**src/rtl/sup_pkg.sv**
```systemverilog
package sup_pkg;
  typedef enum logic [1:0] {
    WD_LONG  = 2'b00,
    WD_MID   = 2'b01,
    WD_SHORT = 2'b10,
    WD_OFF   = 2'b11
  } wd_sel_e;

  function automatic int unsigned max2(input int unsigned a, input int unsigned b);
    return (a > b) ? a : b;
  endfunction
endpackage

```
**src/rtl/sup_hold_ctr.sv**
```systemverilog
module sup_hold_ctr #(
  parameter int unsigned HOLD_TICKS = 200,
  parameter int unsigned W          = $clog2(HOLD_TICKS + 1)
) (
  input  logic clk_i,
  input  logic rst_ni,
  input  logic tick_i,
  input  logic good_i,
  output logic active_o
);
  logic [W-1:0] cnt_q;
  logic         act_q;

  always_ff @(posedge clk_i or negedge rst_ni) begin
    if (!rst_ni) begin
      cnt_q <= '0;
      act_q <= 1'b1;
    end else if (!good_i) begin
      cnt_q <= '0;
      act_q <= 1'b1;
    end else if (act_q && tick_i) begin
      if (cnt_q >= W'(HOLD_TICKS - 1)) begin
        cnt_q <= '0;
        act_q <= 1'b0;
      end else begin
        cnt_q <= cnt_q + W'(1);
      end
    end
  end

  assign active_o = act_q;
endmodule

```
**src/rtl/sup_wd_timer.sv**
```systemverilog
module sup_wd_timer
  import sup_pkg::*;
#(
  parameter int unsigned T_LONG  = 1400,
  parameter int unsigned T_MID   = 600,
  parameter int unsigned T_SHORT = 200,
  parameter int unsigned T_PULSE = 200,
  parameter int unsigned W       = 11
) (
  input  logic       clk_i,
  input  logic       rst_ni,
  input  logic       tick_i,
  input  logic       clr_i,
  input  logic       cs_wdi_i,
  input  logic [1:0] sel_i,
  output logic       fire_o
);
  logic         cs_q, kick;
  logic [W-1:0] cnt_q, limit;
  logic         fire_q;
  wd_sel_e      sel;

  assign sel  = wd_sel_e'(sel_i);
  assign kick = cs_q & ~cs_wdi_i;

  always_comb begin
    unique case (sel)
      WD_LONG:  limit = W'(T_LONG);
      WD_MID:   limit = W'(T_MID);
      WD_SHORT: limit = W'(T_SHORT);
      default:  limit = W'(1);
    endcase
  end

  always_ff @(posedge clk_i or negedge rst_ni) begin
    if (!rst_ni) cs_q <= 1'b1;
    else         cs_q <= cs_wdi_i;
  end

  always_ff @(posedge clk_i or negedge rst_ni) begin
    if (!rst_ni) begin
      cnt_q  <= '0;
      fire_q <= 1'b0;
    end else if (clr_i || sel == WD_OFF) begin
      cnt_q  <= '0;
      fire_q <= 1'b0;
    end else if (fire_q) begin
      // pulse phase reuses the counter; kicks ignored
      if (tick_i) begin
        if (cnt_q >= W'(T_PULSE - 1)) begin
          cnt_q  <= '0;
          fire_q <= 1'b0;
        end else begin
          cnt_q <= cnt_q + W'(1);
        end
      end
    end else if (kick) begin
      cnt_q <= '0;
    end else if (tick_i) begin
      if (cnt_q >= limit - W'(1)) begin
        cnt_q  <= '0;
        fire_q <= 1'b1;
      end else begin
        cnt_q <= cnt_q + W'(1);
      end
    end
  end

  assign fire_o = fire_q;
endmodule

```
**src/rtl/sup_flag.sv**
```systemverilog
module sup_flag (
  input  logic clk_i,
  input  logic rst_ni,
  input  logic hold_i,
  input  logic sw_set_i,
  input  logic sw_clr_i,
  output logic flag_o
);
  logic flag_q;

  always_ff @(posedge clk_i or negedge rst_ni) begin
    if (!rst_ni)       flag_q <= 1'b0;
    else if (hold_i)   flag_q <= 1'b0;
    else if (sw_set_i) flag_q <= 1'b1;
    else if (sw_clr_i) flag_q <= 1'b0;
  end

  assign flag_o = flag_q;
endmodule

```
**src/rtl/sup_rst_gen.sv**
```systemverilog
module sup_rst_gen
  import sup_pkg::*;
#(
  parameter bit          RST_ACTIVE_HIGH = 1'b0,
  parameter int unsigned HOLD_TICKS      = 200,
  parameter int unsigned WD_LONG_TICKS   = 1400,
  parameter int unsigned WD_MID_TICKS    = 600,
  parameter int unsigned WD_SHORT_TICKS  = 200,
  parameter int unsigned PULSE_TICKS     = 200
) (
  input  logic       clk_i,
  input  logic       rst_ni,
  input  logic       tick_i,
  input  logic       pwr_good_i,
  input  logic       cs_wdi_i,
  input  logic [1:0] wd_sel_i,
  input  logic       flag_set_i,
  input  logic       flag_clr_i,
  output logic       flag_o,
  output logic       sys_rst_o
);
  localparam int unsigned WD_MAX = max2(max2(WD_LONG_TICKS, WD_MID_TICKS),
                                        max2(WD_SHORT_TICKS, PULSE_TICKS));
  localparam int unsigned WD_W   = $clog2(WD_MAX + 1);
  localparam int unsigned HOLD_W = $clog2(HOLD_TICKS + 1);

  logic por_act, por_rst, wd_fire, rst_act;

  sup_hold_ctr #(.HOLD_TICKS(HOLD_TICKS), .W(HOLD_W)) u_hold (
    .clk_i, .rst_ni, .tick_i,
    .good_i  (pwr_good_i),
    .active_o(por_act)
  );

  // supply drop acts without waiting for an edge
  assign por_rst = por_act | ~pwr_good_i;

  sup_wd_timer #(
    .T_LONG(WD_LONG_TICKS), .T_MID(WD_MID_TICKS), .T_SHORT(WD_SHORT_TICKS),
    .T_PULSE(PULSE_TICKS), .W(WD_W)
  ) u_wd (
    .clk_i, .rst_ni, .tick_i,
    .clr_i   (por_rst),
    .cs_wdi_i,
    .sel_i   (wd_sel_i),
    .fire_o  (wd_fire)
  );

  sup_flag u_flag (
    .clk_i, .rst_ni,
    .hold_i  (por_rst),
    .sw_set_i(flag_set_i),
    .sw_clr_i(flag_clr_i),
    .flag_o
  );

  assign rst_act = por_rst | wd_fire;

  generate
    if (RST_ACTIVE_HIGH) begin : g_pol_hi
      assign sys_rst_o = rst_act;
    end else begin : g_pol_lo
      assign sys_rst_o = ~rst_act;
    end
  endgenerate
endmodule

```
**config.mk**
```make
export PLATFORM = sky130hd
export DESIGN_NAME = sup_rst_gen
export DESIGN_NICKNAME = d
export VERILOG_FILES = /design/src/rtl/sup_pkg.sv /design/src/rtl/sup_hold_ctr.sv /design/src/rtl/sup_wd_timer.sv /design/src/rtl/sup_flag.sv /design/src/rtl/sup_rst_gen.sv
export SDC_FILE = /design/constraint.sdc
export NUM_CORES = 1
export LEC_CHECK = 0
export ABC_CLOCK_PERIOD_IN_PS = 3000
export BUFFER_PORTS_ARGS = -buffer_cell sky130_fd_sc_hd__buf_2
export CORE_AREA = 2 2 54 56
export DETAILED_ROUTE_END_ITERATION = 6
export DIE_AREA = 0 0 56 58
export PLACE_DENSITY = 0.76
export SKIP_LAST_GASP = 1
export SYNTH_ARGS = -nofsm -noshare
export SYNTH_HDL_FRONTEND = slang
export SYNTH_SLANG_ARGS = --single-unit
```
**constraint.sdc**
```tcl
create_clock -name clk_i -period 3 [get_ports clk_i]
set_clock_uncertainty 0.1 [all_clocks]
set_input_delay 0.3 -clock clk_i [delete_from_list [all_inputs] [get_ports clk_i]]
set_output_delay 0.3 -clock clk_i [all_outputs]
set_load 0.01 [all_outputs]
```
# == Word-level counts from Yosys, hierarchy flattened ==
# Index checks and enable logic that the tools add are counted.
# totals
register_bits,23
output_inout_bits,2
wordCells,55
# classes
addsub,3
order_cmp,3
eq_ne,6
n_mux,24
n_bitwise,6
reduce_logical,7
# op_table
cell,n
$mux 11,7
$pmux 11 s3,1
$mux 8,3
$mux 1,13
$add 11x1->11 const B,1
$ge 11x11->1,1
$ge 11x8->1 const B,1
$sub 11x1->11 const B,1
$add 8x1->8 const B,1
$ge 8x8->1 const B,1
$reduce_bool 3->1,2
$eq 2x2->1 const B,2
$ne 2x1->1 const B,2
$reduce_and 2->1,2
$ne 3x3->1 const B,1
$not 1->1,3
$eq 2x1->1 const B,1
$logic_not 2->1,1
$or 1x1->1,2
$and 1x1->1,1
$logic_and 1x1->1,1
$logic_or 1x1->1,1

# == Longest topological paths before layout ==
# logic_depth
depth_word,9
ltp_mapped,10
ltp_nobuf,9

# == Hierarchy ==
# A second synthesis with hierarchy kept.
# hier_totals
hier_cells,177
area_unflattened_um2,1625.3
# modules_own_cells
mod,n_inst,cells_each,area_each_um2
sup_wd_timer,1,117,1062.3
sup_hold_ctr,1,54,500.5
sup_flag,1,4,43.8
sup_rst_gen,1,2,18.8

# == Least setup slack after synthesis ==
# Ideal clock, no wire load.
# synth_path
path_type,input-to-reg
start,input wd_sel_i[1]
end,register u_wd.cnt_q[3]
arrival_ns,2.167
required_time_ns,2.818
path_slack_ns,0.651
path_stages,9
cell_sequence,or2_2 > ha_1 > a211oi_1 > nor2_1 > a2111oi_1 > o2bb2ai_2 > buf_6 > nand3_1 > a31oi_1
# synth_between
elab_chain_len,9
word_cells_on_any_way,16
# synth_lines
element,line,text
"start, declared",sup_rst_gen.sv:16,"input logic [1:0] wd_sel_i,"
$eq 2x2->1 (tied with other cells),sup_wd_timer.sv:27,unique case (sel)
$pmux 11 s3,sup_wd_timer.sv:27,
$sub 11x1->11,sup_wd_timer.sv:60,if (cnt_q >= limit - W'(1)) begin
$ge 11x11->1,sup_wd_timer.sv:60,
$mux 11,sup_wd_timer.sv:60,
$mux 11,sup_wd_timer.sv:59,end else if (tick_i) begin
$mux 11,sup_wd_timer.sv:57,end else if (kick) begin
$mux 11,sup_wd_timer.sv:47,end else if (fire_q) begin
$mux 11,sup_wd_timer.sv:44,end else if (clr_i || sel == WD_OFF) begin
"end signal, assigned",sup_wd_timer.sv:54,cnt_q <= cnt_q + W'(1);
"end signal, assigned",sup_wd_timer.sv:64,cnt_q <= cnt_q + W'(1);
"end, declared",sup_wd_timer.sv:19,"logic [W-1:0] cnt_q, limit;"
# Parallel ways exist; a longest one is shown, timed or not. The select of a mux whose other input is x is not followed.
# A chain may end at the register's enable or synchronous reset.

# == Final worst setup path ==
# layout_path
start,register u_wd.cnt_q[8]
end,register u_wd.cnt_q[7]
# layout_between
elab_chain_len,6
word_cells_on_any_way,9
# layout_lines
element,line
$ge 11x11->1,sup_wd_timer.sv:60
$mux 11,sup_wd_timer.sv:60
$mux 11,sup_wd_timer.sv:59
$mux 11,sup_wd_timer.sv:57
$mux 11 *,sup_wd_timer.sv:47
$mux 11 *,sup_wd_timer.sv:44
# Every way passes the cells marked *; elsewhere a longest branch is shown, timed or not. The select of a mux whose other input is x is not followed.

==> metrics.md <==
| Metric | Value |
|---|---|
| Pin count of the biggest net entering global routing | `24` |
| Num rows | `19` |
| Root Buffer | `clkbuf_4` |
| Vias in the first global route | `1,303` |
| Share of the synthesized area in the top cell type | `34.7%` |
| Distinct cells, synth | `40` |
| Vias per cell | `6.30` |
| Reg2reg path depth | `7` |
| Clock share of power | `26.7%` |
| Min-Delay Path Class | `input pin to register` |
| Max VDD drop | `0.244 mV` |
| Setup violators final | `0` |
| Die width | `56 µm` |
| Synthesized area | `0.00151 mm²` |
| Worst setup SP type | `register` |
| Initial antenna violation count | `0` |
| Gpl congestion | `0.836` |
| WL final | `3240 µm` |
| Worst EP arrival | `2.74 ns` |
| TritonCTS Buffers | `3` |
| Synth Net Count | `193` |
| Clock Tree Buf Depth | `2` |
| Die height | `58 µm` |
| Top delay family on crit path | `compound AO/OA/AOI/OAI gates` |
| Setup TNS | `0 ns` |
| Synthesis-stage register bit count | `23` |
| Slowest cell on crit path | `dfrtp_1` |
| Total global routing overflow | `0` |
| Latest clock arrival within the worst-skew pair | `0.30 ns` |
| Sw Ratio | `24.7%` |
| Fin crit share | `86.5%` |
| CP required | `3.15 ns` |
| Vias | `1,348` |
| DRC viols | `0` |
| Min setup slack post-route | `0.404 ns` |
| CTS tree | `yes` |
| Leakage power | `0.000728 µW` |
| Total Routing Usage GR | `21.8%` |
| Initial core utilization | `56.8%` |
| Leading area contributor after synthesis | `dfrtp_1` |
| CP endpoint kind | `register` |
| Register area share after synthesis | `38.2%` |
| Outcome | `finished, final reports clean` |
| CP max stage delay | `0.47 ns` |
| Cells after Synth | `172` |
| Final core occ | `60.9%` |
| Reg-to-reg startpoint | `u_wd.cnt_q[8]$_DFFE_PN0P_` |
| Register share of total power | `61.5%` |
| Post-CTS sizing | `0` |
| Synth Flop Type | `dfrtp_1` |
| Comb pwr share | `11.8%` |
| Share of layout cells above drive strength 1 | `12.6%` |
| Slew margin rel. | `40.8%` |
| Final Hold Viols | `0` |
| H-tree depth | `1` |
| RSZ-0062 raised after global routing | `false` |
| # nets final | `205` |
| Starting DRT DRC Count | `62` |
| Hold path depth | `2` |
| Port Buffer Count | `10` |
| Cell internal pwr | `393 µW` |
| Total core area | `0.00266 mm²` |
| Drt pass-1 iters | `4` |
| Max Clock Freq | `385 MHz` |
| Final Max Tran Viols | `0` |
| First-pass GRT wire length | `5660 µm` |
| Area contributors post-synth | `dfrtp_1 (35%), ha_1 (9.9%), nand2_1 (5.0%)` |
| Critical path type | `register to register` |
| Fillers | `237` |
| Post-synth EDFFs | `0` |
| Crit Path Max Fanout | `17` |
| Max Cap Viol | `0` |
| Worst R2R End | `u_wd.cnt_q[7]$_DFFE_PN0P_` |
| Pre-CTS setup slack | `0.202 ns` |
| R2R Setup Slk | `0.40 ns` |
| Die ar. | `0.00325 mm²` |
| Ant diodes | `0` |
| Clock slew seen by the registers of the worst setup and hold paths | `0.12 ns` |
| Tmin final | `2.60 ns` |
| Least-Margin Pin Slew | `0.881 ns` |
| PD cells | `322 mW/mm²` |
| P&R area growth vs syn | `7.11%` |
| Asr flop ratio synth | `100%` |
| CP bufs+invs | `0` |
| Final ANT Viol Nets | `0` |
| Avg WL per Cell | `15.1 µm` |
| Synthesis Warnings | `0` |
| CP cell instances | `ha_1, a211oi_1, nor2_1, a2111oi_1, o2bb2ai_2, and3_1, a22o_1` |
| Sw Pwr | `129 µW` |
| CTS Sinks | `23` |
| I/O pin count | `11` |
| Post-DP HPWL | `2500 µm` |
| Min-delay src | `pwr_good_i` |
| Hold endpoint | `u_hold.active_o$_DFFE_PN1P_` |
| Syn_area_per_cell | `8.79 µm²` |
## layer usage
layer  global-route usage [%]  part of all wire, %  vias to the layer above
met4                     9.18                  1.8                        0
met1                     25.9                   42                      645
met3                     2.23                  4.0                        6
met2                     40.3                   52                       44
li1                         -                    -                      653
met5                        0                    0                        -
## state kept, by name (all words and copies together) (netlist names)
register         flops
u_wd.cnt_q          11
u_wd.fire_o          1
u_flag.flag_o        1
u_hold.active_o      1
u_hold.cnt_q         8
u_wd.cs_q            1
## power by group through the flow
stage                     sequential (µW)  combinational [µW]  clock, µW
after floorplan                       326                38.2          0
after global placement                326                56.3          0
after detailed placement              327                60.0          0
after CTS                             321                62.3        140
after global routing                  322                71.1        149
final                                 321                61.8        139
## metrics by stage
stage | hold slack (ns) | total power, µW | instance area (µm²) | instances
final | 0.106 | 522 | 1620 | 214
after global routing | 0.131 | 542 | 1620 | 214
after CTS | 0.107 | 523 | 1620 | 214
after detailed placement | 0.195 | 387 | 1570 | 208
after global placement | 0.185 | 383 | 1570 | 208
after floorplan | -0.0956 | 364 | 1510 | 172
## synthesized netlist by cell type, types with 3 or more instances
cell and number:
dfrtp_1 21, nand2_1 20, nor2_1 18, ha_1 12, a21oi_1 8, a31oi_1 8
nand3_1 8, o21ai_0 8, inv_1 7, nand2b_1 7, a22o_1 4, and2_1 4
nand4_1 4, a31o_2 3, a41oi_1 3, clkbuf_1 3, nor3_1 3
## worst reg2reg max path, stage by stage (launching register included)
cell and delay, ns:
dfrtp_1 0.47, ha_1 0.34, a211oi_1 0.25, nor2_1 0.10, a2111oi_1 0.47, o2bb2ai_2 0.38, and3_1 0.30, a22o_1 0.15
## repair_timing
action	4_1_cts	5_1_grt
hold endpoints to repair	22	0
hold buffers	2	0
buffers inserted	0	0
## worst max path at each step
| stage | slack, ns | to | cells past startpoint | startpoint |
|---|---|---|---|---|
| final | 0.40 | u_wd.cnt_q[7]$_DFFE_PN0P_ | 7 | u_wd.cnt_q[8]$_DFFE_PN0P_ |
| after global routing | 0.26 | u_wd.cnt_q[6]$_DFFE_PN0P_ | 7 | u_wd.cnt_q[0]$_DFFE_PN0P_ |
| after CTS | 0.43 | u_wd.cnt_q[7]$_DFFE_PN0P_ | 7 | u_wd.cnt_q[0]$_DFFE_PN0P_ |
| after detailed placement | 0.20 | u_wd.cnt_q[8]$_DFFE_PN0P_ | 9 | wd_sel_i[1] |
| after global placement | 0.35 | u_wd.cnt_q[4]$_DFFE_PN0P_ | 9 | wd_sel_i[1] |
| after floorplan | 0.65 | u_wd.cnt_q[3]$_DFFE_PN0P_ | 9 | wd_sel_i[1] |
## cell families (layout without fill, tap and decap cells)
logic type | Yosys count | count (layout) | share of synthesized area [%]
xor gates and xnor gates | 2 | 2 | 1.16
and+or+nand+nor | 76 | 76 | 24.9
DFF | 23 | 23 | 38.2
buffers and inverters | 12 | 23 | 3.56
adders and majority gates | 12 | 12 | 9.93
AOI/OAI and AO/OA | 46 | 46 | 21.5
muxes | 1 | 1 | 0.744
## cell type report
cell class	instances	area, µm²	area share, %
well taps	31	38.8	2.39
inverters	7	26.3	1.62
clock buffers	4	26.3	1.62
flip-flops and latches	23	578	35.7
multi-input cells	137	881	54.4
repair buffers	12	70.1	4.32
## placed cells by master, fill, tap and decap left out, types with 3 or more instances in the layout
master	instances
a31oi_1	8
inv_1	7
a41oi_1	3
nor2_1	18
o21ai_0	8
ha_1	12
nand2_1	20
a31o_2	3
clkbuf_4	3
nand2b_1	7
buf_2	10
nor3_1	3
a22o_1	4
dfrtp_1	21
nand3_1	8
and2_1	4
a21oi_1	8
nand4_1	4
No activity file was read; power rests on OpenSTA's default activity.
